<file path="src/rtl/uwe_pkg.sv">
package uwe_pkg;
   localparam int WORD_W     = 16;
   localparam int OPC_BITS   = 3;
   localparam int AW_NARROW  = 6;
   localparam int AW_WIDE    = 8;
   localparam int CMD_NARROW = OPC_BITS + AW_NARROW;
   localparam int CMD_WIDE   = OPC_BITS + AW_WIDE;
   localparam int FRAME_W    = 2 * WORD_W;

   localparam logic [WORD_W-1:0] OPC_RD  = 16'hC000;
   localparam logic [WORD_W-1:0] OPC_WR  = 16'hA000;
   localparam logic [WORD_W-1:0] OPC_EN  = 16'h9800;
   localparam logic [WORD_W-1:0] OPC_DIS = 16'h8000;

   typedef enum logic [1:0] {
      OP_READ = 2'd0,
      OP_WRITE = 2'd1,
      OP_WEN = 2'd2,
      OP_WDS = 2'd3
   } uwe_op_e;

   typedef enum logic [3:0] {
      ST_IDLE, ST_CS0, ST_CS1, ST_CS2, ST_DROP,
      ST_RAISE, ST_HOLD, ST_E1, ST_E2, ST_POLL
   } uwe_state_e;
endpackage

</file>
<file path="src/rtl/uwe_tick.sv">
module uwe_tick #(
   parameter int HALF_CYC = 4
) (
   input  logic clk,
   input  logic rst_n,
   input  logic en,
   output logic tick
);
   localparam int CW = (HALF_CYC > 1) ? $clog2(HALF_CYC) : 1;

   generate
      if (HALF_CYC < 4) begin : g_bad_half
         $error("HALF_CYC must be at least 4");
      end
   endgenerate

   logic [CW-1:0] cnt;

   assign tick = en && (cnt == CW'(HALF_CYC - 1));

   always_ff @(posedge clk or negedge rst_n) begin
      if (!rst_n)          cnt <= '0;
      else if (!en || tick) cnt <= '0;
      else                 cnt <= cnt + 1'b1;
   end
endmodule

</file>
<file path="src/rtl/uwe_frame.sv">
module uwe_frame
   import uwe_pkg::*;
(
   input  uwe_op_e              op,
   input  logic [AW_WIDE-1:0]   addr,
   input  logic [WORD_W-1:0]    wdata,
   input  logic                 wide,
   output logic [FRAME_W-1:0]   frame,
   output logic [5:0]           nout,
   output logic [4:0]           nin
);
   localparam int SH_NARROW = WORD_W - CMD_NARROW;
   localparam int SH_WIDE   = WORD_W - CMD_WIDE;

   logic [WORD_W-1:0] base, afield, cmd16;
   logic [5:0]        ncmd;

   always_comb begin
      ncmd   = wide ? 6'(CMD_WIDE) : 6'(CMD_NARROW);
      afield = wide ? (WORD_W'(addr) << SH_WIDE)
                    : (WORD_W'(addr[AW_NARROW-1:0]) << SH_NARROW);
      unique case (op)
         OP_READ:  base = OPC_RD;
         OP_WRITE: base = OPC_WR;
         OP_WEN:   base = OPC_EN;
         default:  base = OPC_DIS;
      endcase
      cmd16 = base | (((op == OP_READ) || (op == OP_WRITE)) ? afield : '0);
      frame = {cmd16, {WORD_W{1'b0}}};
      if (op == OP_WRITE)
         frame = frame | (FRAME_W'(wdata) << (wide ? SH_WIDE : SH_NARROW));
      nout = ncmd + ((op == OP_WRITE) ? 6'(WORD_W) : 6'd0);
      nin  = (op == OP_READ) ? 5'(WORD_W) : 5'd0;
   end
endmodule

</file>
<file path="src/rtl/uwire_eeprom_ctrl.sv">
module uwire_eeprom_ctrl
   import uwe_pkg::*;
#(
   parameter int HALF_CYC   = 4,
   parameter int POLL_LIMIT = 4096
) (
   input  logic        clk,
   input  logic        rst_n,
   input  logic        cmd_valid,
   input  logic [1:0]  cmd_op,
   input  logic [7:0]  cmd_addr,
   input  logic [15:0] cmd_wdata,
   output logic [15:0] rd_data,
   output logic        done,
   output logic        busy,
   output logic        err,
   output logic        addr_wide,
   output logic        ee_cs,
   output logic        ee_sk,
   output logic        ee_di,
   output logic        ee_pre,
   input  logic        ee_do
);
   localparam int PCW = $clog2(POLL_LIMIT + 1);

   generate
      if (POLL_LIMIT < 1) begin : g_bad_poll
         $error("POLL_LIMIT must be positive");
      end
   endgenerate

   uwe_state_e         st;
   logic               tick;
   logic [FRAME_W-1:0] sh, f_frame;
   logic [5:0]         out_left, f_nout, nx_out;
   logic [4:0]         in_left, f_nin, nx_in;
   logic [WORD_W-1:0]  rx;
   logic               detecting, post_write, polling, is_read, user;
   logic [PCW-1:0]     poll_cnt;
   uwe_op_e            op_in;

   assign op_in = uwe_op_e'(cmd_op);
   assign busy  = (st != ST_IDLE);

   uwe_tick #(.HALF_CYC(HALF_CYC)) u_tick (
      .clk (clk), .rst_n (rst_n), .en (busy), .tick (tick)
   );

   uwe_frame u_frame (
      .op (op_in), .addr (cmd_addr), .wdata (cmd_wdata), .wide (addr_wide),
      .frame (f_frame), .nout (f_nout), .nin (f_nin)
   );

   always_comb begin
      nx_out = out_left;
      nx_in  = in_left;
      if (out_left != 6'd0) begin
         nx_out = out_left - 6'd1;
         if (detecting && (out_left == 6'd1) && ee_do) nx_out = 6'd2;
      end else if (in_left != 5'd0) begin
         nx_in = in_left - 5'd1;
      end
   end

   always_ff @(posedge clk or negedge rst_n) begin
      if (!rst_n) begin
         st         <= ST_CS0;
         sh         <= {OPC_RD, {WORD_W{1'b0}}};
         out_left   <= 6'(CMD_NARROW);
         in_left    <= 5'(WORD_W);
         rx         <= '0;
         rd_data    <= '0;
         detecting  <= 1'b1;
         addr_wide  <= 1'b0;
         post_write <= 1'b0;
         polling    <= 1'b0;
         is_read    <= 1'b0;
         user       <= 1'b0;
         poll_cnt   <= '0;
         err        <= 1'b0;
         done       <= 1'b0;
         ee_cs      <= 1'b0;
         ee_sk      <= 1'b1;
         ee_di      <= 1'b0;
         ee_pre     <= 1'b1;
      end else begin
         done <= 1'b0;
         if (st == ST_IDLE) begin
            if (cmd_valid) begin
               sh         <= f_frame;
               out_left   <= f_nout;
               in_left    <= f_nin;
               post_write <= (op_in == OP_WRITE);
               is_read    <= (op_in == OP_READ);
               user       <= 1'b1;
               err        <= 1'b0;
               st         <= ST_CS0;
            end
         end else if (tick) begin
            unique case (st)
               ST_CS0: begin
                  ee_di  <= 1'b0;
                  ee_sk  <= 1'b0;
                  ee_pre <= 1'b0;
                  st     <= ST_CS1;
               end
               ST_CS1: begin
                  ee_cs    <= 1'b1;
                  poll_cnt <= '0;
                  st       <= polling ? ST_POLL : ST_CS2;
               end
               ST_CS2: begin
                  ee_sk <= 1'b1;
                  st    <= ST_DROP;
               end
               ST_DROP: begin
                  ee_sk <= 1'b0;
                  ee_di <= sh[FRAME_W-1];
                  st    <= ST_RAISE;
               end
               ST_RAISE: begin
                  ee_sk <= 1'b1;
                  st    <= ST_HOLD;
               end
               ST_HOLD: begin
                  ee_sk    <= 1'b0;
                  out_left <= nx_out;
                  in_left  <= nx_in;
                  if (out_left != 6'd0) begin
                     sh    <= sh << 1;
                     ee_di <= sh[FRAME_W-2];
                     if (detecting && (out_left == 6'd1)) begin
                        addr_wide <= ee_do;
                        detecting <= 1'b0;
                     end
                  end else begin
                     ee_di <= 1'b0;
                     if (in_left != 5'd0) rx <= {rx[WORD_W-2:0], ee_do};
                  end
                  st <= ((nx_out != 6'd0) || (nx_in != 5'd0)) ? ST_RAISE : ST_E1;
               end
               ST_POLL: begin
                  if (ee_do) begin
                     st <= ST_E1;
                  end else if (poll_cnt == PCW'(POLL_LIMIT - 1)) begin
                     err <= 1'b1;
                     st  <= ST_E1;
                  end else begin
                     poll_cnt <= poll_cnt + 1'b1;
                  end
               end
               ST_E1: begin
                  ee_cs  <= 1'b0;
                  ee_pre <= 1'b1;
                  st     <= ST_E2;
               end
               ST_E2: begin
                  ee_sk <= 1'b1;
                  if (post_write) begin
                     post_write <= 1'b0;
                     polling    <= 1'b1;
                     st         <= ST_CS0;
                  end else begin
                     polling <= 1'b0;
                     done    <= user;
                     if (is_read) rd_data <= rx;
                     st <= ST_IDLE;
                  end
               end
               default: st <= ST_IDLE;
            endcase
         end
      end
   end
endmodule

</file>
<file path="config.mk">
export PLATFORM = sky130hd
export DESIGN_NAME = uwire_eeprom_ctrl
export DESIGN_NICKNAME = d
export VERILOG_FILES = /design/src/rtl/uwe_pkg.sv /design/src/rtl/uwe_tick.sv /design/src/rtl/uwe_frame.sv /design/src/rtl/uwire_eeprom_ctrl.sv
export SDC_FILE = /design/constraint.sdc
export NUM_CORES = 1
export LEC_CHECK = 0
export ABC_AREA = 1
export ABC_CLOCK_PERIOD_IN_PS = 2500
export BUFFER_PORTS_ARGS = -buffer_cell sky130_fd_sc_hd__buf_4
export CAP_MARGIN = 40
export CORE_ASPECT_RATIO = 0.5
export CORE_MARGIN = 5
export CORE_UTILIZATION = 49
export DETAILED_ROUTE_END_ITERATION = 12
export GPL_TIMING_DRIVEN = 0
export PLACE_DENSITY = 0.74
export SLEW_MARGIN = 20
export SYNTH_ARGS = -nofsm -noshare
export SYNTH_HDL_FRONTEND = slang
export SYNTH_SLANG_ARGS = --single-unit
export TNS_END_PERCENT = 50
</file>
<file path="constraint.sdc">
create_clock -name clk -period 2.5 [get_ports clk]
set_input_delay 0.25 -clock clk [delete_from_list [all_inputs] [get_ports clk]]
set_output_delay 0.25 -clock clk [all_outputs]
set_load 0.02 [all_outputs]
</file>
# After elaboration in Yosys (flattened, before gate mapping)
# Cells that the tools add are included.
op_classes:
  reduce_logical: 42
  bitwise_logic: 5
  shift: 1
  mux: 58
  n_eq_ne: 19
  n_addsub: 5
op_table:
  columns: ["cell", "count"]
  rows:
  - ["two-way mux 32 bit", 6]
  - ["one-hot mux 15 bit (3 select lines)", 1]
  - ["two-way mux 5 bit", 8]
  - ["two-way mux 13 bit", 3]
  - ["two-way mux 6 bit", 6]
  - ["one-hot mux 4 bit (9 select lines)", 1]
  - ["OR 32 bit", 1]
  - ["<< shifter 16 x 32 -> 32 bit", 1]
  - ["one-hot mux 13 bit (2 select lines)", 1]
  - ["AND reduction 5 bit", 5]
  - ["two-way mux 4 bit", 6]
  - ["AND reduction 3 bit", 8]
  - ["nonzero test 2 bit", 10]
  - ["two-way mux 1 bit", 17]
  - ["equality test 4 x 3 -> 1 bit, second input constant", 4]
  - ["two-way mux 16 bit", 1]
  - ["OR 16 bit", 1]
  - ["adder 13 x 1 -> 13 bit, second input constant", 1]
  - ["equality test 13 x 12 -> 1 bit, second input constant", 1]
  - ["nonzero test 6 bit", 2]
  - ["nonzero test 5 bit", 2]
  - ["equality test 4 x 2 -> 1 bit, second input constant", 2]
  - ["equality test 4 bit, second input constant", 2]
  - ["two-way mux 2 bit", 4]
  - ["24 further kinds", 36]
word_totals:
  out_inout_bits: 24
  reg_bits: 106
  in_bits: 30

# Depth between registers and ports, before layout
depth:
  depth_word: 11
  depth_mapped: 14
  depth_no_buf: 14

# Modules after synthesis
# Synthesis repeated with hierarchy kept, for this count alone.
hier_totals:
  hier_cells: 761
  area_unflattened_um2: 5811.8
by_module_without_submodules:
  columns: ["module", "instances", "area_each_um2", "cells_each", "seq_area_each_um2"]
  rows:
  - ["uwire_eeprom_ctrl", 1, 5193.7, 644, 2613.8]
  - ["uwe_frame", 1, 529.3, 107, 0.0]
  - ["uwe_tick", 1, 88.8, 10, 50.0]

# Least setup slack after synthesis
# OpenSTA, ideal clock, no wires.
synth_timing:
  path_kind: "reg2reg"
  from: "reg out_left[0]"
  to: "reg rx[10]"
  setup_slack_ns: 0.754
  arrival_time_ns: 1.664
  path_buffers: 1
  stages_incl_launch_ff: 9
  t_required_ns: 2.417
  synth_period_minus_slack_ns: 1.746
  path_cell_list: "dfstp_2 -> inv_1 -> ha_1 -> nand3_1 -> nor2_1 -> nand2_1 -> clkbuf_1 -> nand2_1 -> o21ai_0"
synth_between:
  elab_chain_cells: 3
synth_rtl:
  columns: ["item", "line_no", "source"]
  rows:
  - ["start, declared", "uwire_eeprom_ctrl.sv:35", "logic [5:0] out_left, f_nout, nx_out;"]
  - ["start signal, assigned", "uwire_eeprom_ctrl.sv:69", "out_left <= 6'(CMD_NARROW);"]
  - ["start signal, assigned", "uwire_eeprom_ctrl.sv:91", "out_left <= f_nout;"]
  - ["start signal, assigned", "uwire_eeprom_ctrl.sv:127", "out_left <= nx_out;"]
  - ["nonzero test 6 bit", "uwire_eeprom_ctrl.sv:129", "if (out_left != 6'd0) begin"]
  - ["NOT 1 bit (no source line)", null, null]
  - ["AND reduction 5 bit (no source line)", null, null]
  - ["end signal, assigned", "uwire_eeprom_ctrl.sv:138", "if (in_left != 5'd0) rx <= {rx[WORD_W-2:0], ee_do};"]
  - ["end, declared", "uwire_eeprom_ctrl.sv:37", "logic [WORD_W-1:0] rx;"]
# Every way passes these cells.
# A chain may end at the register's enable or synchronous reset.

# Worst setup path after layout
# Same ends and word-level chain as after synthesis.

==> flow_metrics.env <==
export IMPL_area_growth_pct=17.8
export IMPL_final_common_cell="nand2_1"
export IMPL_power_uw=5400
export IMPL_clockBufferDepth=2
export IMPL_arrival_ns=2.47
export IMPL_synth_top_family_by_area="simple AND/OR/NAND/NOR gates"
export IMPL_crit_reg2reg_launch="out_left[0]$_DFFE_PN1P_"
export IMPL_synth_edf_count=0
export IMPL_grtUsageTotal_pct=19.1
export IMPL_synth_xor_area_share_pct=0.853
export IMPL_clk_pin_slew_ns=0.07
export IMPL_numCtsBuffers=9
export IMPL_viasPerCell=5.20
export IMPL_route_detailed_drc=0
export IMPL_fin_skew_ns=0.0121
export IMPL_clock_sinks=101
export IMPL_cp_data_required_time_ns=2.77
export IMPL_synth_compound_area_share_pct=14.6
export IMPL_powerDensity_nw_per_um2=893
export IMPL_die_area_sq_um=12700
export IMPL_clockRootBuffer="clkbuf_16"
export IMPL_min_from="cmd_valid"
export IMPL_yosysSeqAreaShare_pct=49.5
export IMPL_critPathKind="reg -> reg"
export IMPL_drive_gt1_share_pct=16.5
export IMPL_cp_cell_sequence="inv_1 > ha_1 > nand3_1 > nor2_1 > nand2_1 > clkbuf_1 > nand2_1 > o21ai_0"
export IMPL_yosys_warnings=0
export IMPL_yosys_top_cells_area="dfrtp_1 (45%), nand2_1 (11%), inv_1 (6.5%), o21ai_0 (5.9%), dfstp_2 (4.6%)"
export IMPL_path_max_fanout=10
export IMPL_ys_async_sr_fraction_pct=100
export IMPL_ir_drop_v=0.000460
export IMPL_min_period_ns=2.20
export IMPL_synth_fa_ha_area_share_pct=1.46
export IMPL_worstHoldPathType="in -> reg"
export IMPL_post_place_cells=821
export IMPL_netlist_area_leader_share_pct=44.9
export IMPL_setup_viol=0
export IMPL_yosysTopAreaCell="dfrtp_1"
export IMPL_dr_pass1_iters=5
export IMPL_wire_per_inst_microns=13.7
export IMPL_tns_ns=0
export IMPL_syn_cell_area_sq_um=5130
export IMPL_synth_fp_nets=663
export IMPL_dp_slack_ns=0.318
export IMPL_cpMostUsedCell="nand2_1"
export IMPL_max_freq_mhz=454
export IMPL_synth_simple_area_share_pct=20.3
export IMPL_hold_viol=0
export IMPL_ys_types=40
export IMPL_grt_max_degree=76
export IMPL_vias=4355
export IMPL_dp_hpwl_mm=8.33
export IMPL_timing_final_crit_share_pct=88.0
export IMPL_pin_count=54
export IMPL_drt_iter0_markers=202
export IMPL_core_sq_um=10200
export IMPL_layout_cells_non_filler=838
export IMPL_rsz0062_at_grt="false"
export IMPL_worst_setup_path_start_kind="register"
export IMPL_cts_tree="built"
export IMPL_rows=26
export IMPL_postCtsSetupBuffers=0
export IMPL_drt_antenna_violating_nets=0
export IMPL_syn_area_per_cell_sq_um=8.18
export IMPL_reg2reg_depth=8
export IMPL_utilization_pct=59.2
export IMPL_maxCapViolations=0
export IMPL_synth_mux_area_share_pct=4.12
export IMPL_slowest_delay_ns=0.56
export IMPL_clk_latency_ns=0.35
export IMPL_synth_seq_cells=101
export IMPL_cp_slowest_cell="dfstp_2"
export IMPL_tightest_slew_ns=0.562
export IMPL_ys_flop_type="dfrtp_1"
export IMPL_max_slew_margin_pct=62.5
export IMPL_layout_nets=729
export IMPL_status="finished, final reports clean"
export IMPL_grt_pass1_wl_mm=19.8
export IMPL_slew_viol_final=0
export IMPL_die_h_microns=82.4
export IMPL_cp_end_kind="register"
export IMPL_startpoint="out_left[0]$_DFFE_PN1P_"
export IMPL_antenna_found_initial=0
export IMPL_wl_mm=11.5
export IMPL_leakage_uw=0.00304
export IMPL_start_util_pct=50.2
export IMPL_place_congestion=0.912
export IMPL_die_w_microns=155
export IMPL_layout_setup_ws_ns=0.299
export IMPL_port_buffers=53
export IMPL_final_cell_mix="nand2_1 (147), dfrtp_1 (92), inv_1 (89)"
export IMPL_netlist_instances=627
export IMPL_antenna_cells=0
export IMPL_grt_pass1_vias=4201
export IMPL_worstHoldPathCells=3
export IMPL_grt_overflow_total=0
export IMPL_ctsHtreeMaxLevel=3
per-stage QoR:
| step | area [sq um] | hold slack (ns) |
|---|---|---|
| 6_report | 6040 | 0.151 |
| 5_1_grt | 6040 | 0.152 |
| 4_1_cts | 6040 | 0.153 |
| 3_5_place_dp | 5740 | 0.133 |
| 3_3_place_gp | 5700 | 0.420 |
| 2_1_floorplan | 5130 | -0.0456 |
power breakdown:
group | internal [uW] | switching (uW) | leakage [uW]
registers | 2000 | 198 | 0.00132
logic | 651 | 1150 | 0.00158
clock network | 709 | 685 | 0.000141
cells in the mapped netlist (all sizes together) (5+ instances only):
cell / number
nand3: 30
o22ai: 22
a21oi: 12
nor2: 54
nand2: 150
dfrtp: 92
buf: 12
ha: 6
mux2i: 20
o21ai: 81
dfstp: 9
clkbuf: 9
nor3: 5
inv: 97
state kept, by name, indices dropped and copies added, names as in the netlist:
register    cells
sh             27
rd_data        16
rx             16
poll_cnt       13
out_left        6
in_left         5
st              4
u_tick.cnt      2
addr_wide       1
detecting       1
done            1
ee_cs           1
ee_di           1
ee_pre          1
ee_sk           1
err             1
is_read         1
polling         1
post_write      1
user            1
critical path: cells and delay by family (launching register included):
kind	cells	cell delay, ns
AOI/OAI and AO/OA	1	0.10
adders and majority gates	1	0.26
DFF	1	0.56
and+or+nand+nor	4	0.70
buffers and inverters	2	0.50
cell type report:
class                      instances  area, sq um
fill                             921         4170
timing repair buffer              55          439
multi-input combinational        408         2120
inverter                          97          367
clock buffer                       9          225
clock inverter                     7         73.8
sequential                       101         2540
tap                              140          175
buffer                            21          109
path summary, 6_finish.rpt:
kind	endpoint	slack (ns)
setup / recovery	rx[10]$_DFFE_PN0P_	0.30
hold / removal	is_read$_DFFE_PN0P_	0.15
setup reg to reg	rx[10]$_DFFE_PN0P_	0.30
hold reg to reg	u_tick.cnt[0]$_DFF_PN0_	0.43
max in group asynchronous	st[0]$_DFFE_PN1P_	1.51
min in group asynchronous	sh[16]$_DFFE_PN0P_	0.32
layer usage:
layer / part of all wire, % / global-route usage (%) / vias up / wire length, microns
met1: 49 / 26.2 / 2068 / 5580
met3: 4.9 / 4.11 / 17 / 566
met5: 0 / 0 / - / 0
met4: 1.6 / 5.73 / 0 / 187
li1: - / - / 2175 / -
met2: 45 / 31.1 / 95 / 5120
cell families after synthesis:
group | after synthesis
DFF | 101
muxes | 21
and+or+nand+nor | 244
xor gates and xnor gates | 5
AOI/OAI and AO/OA | 132
adders and majority gates | 6
buffers and inverters | 118
what timing repair did:
item                      CTS  global route
hold buffers                1             0
hold endpoints to repair   20             0
gates resized for setup     0             0
Note: power is estimated with default switching activity, not from simulation.
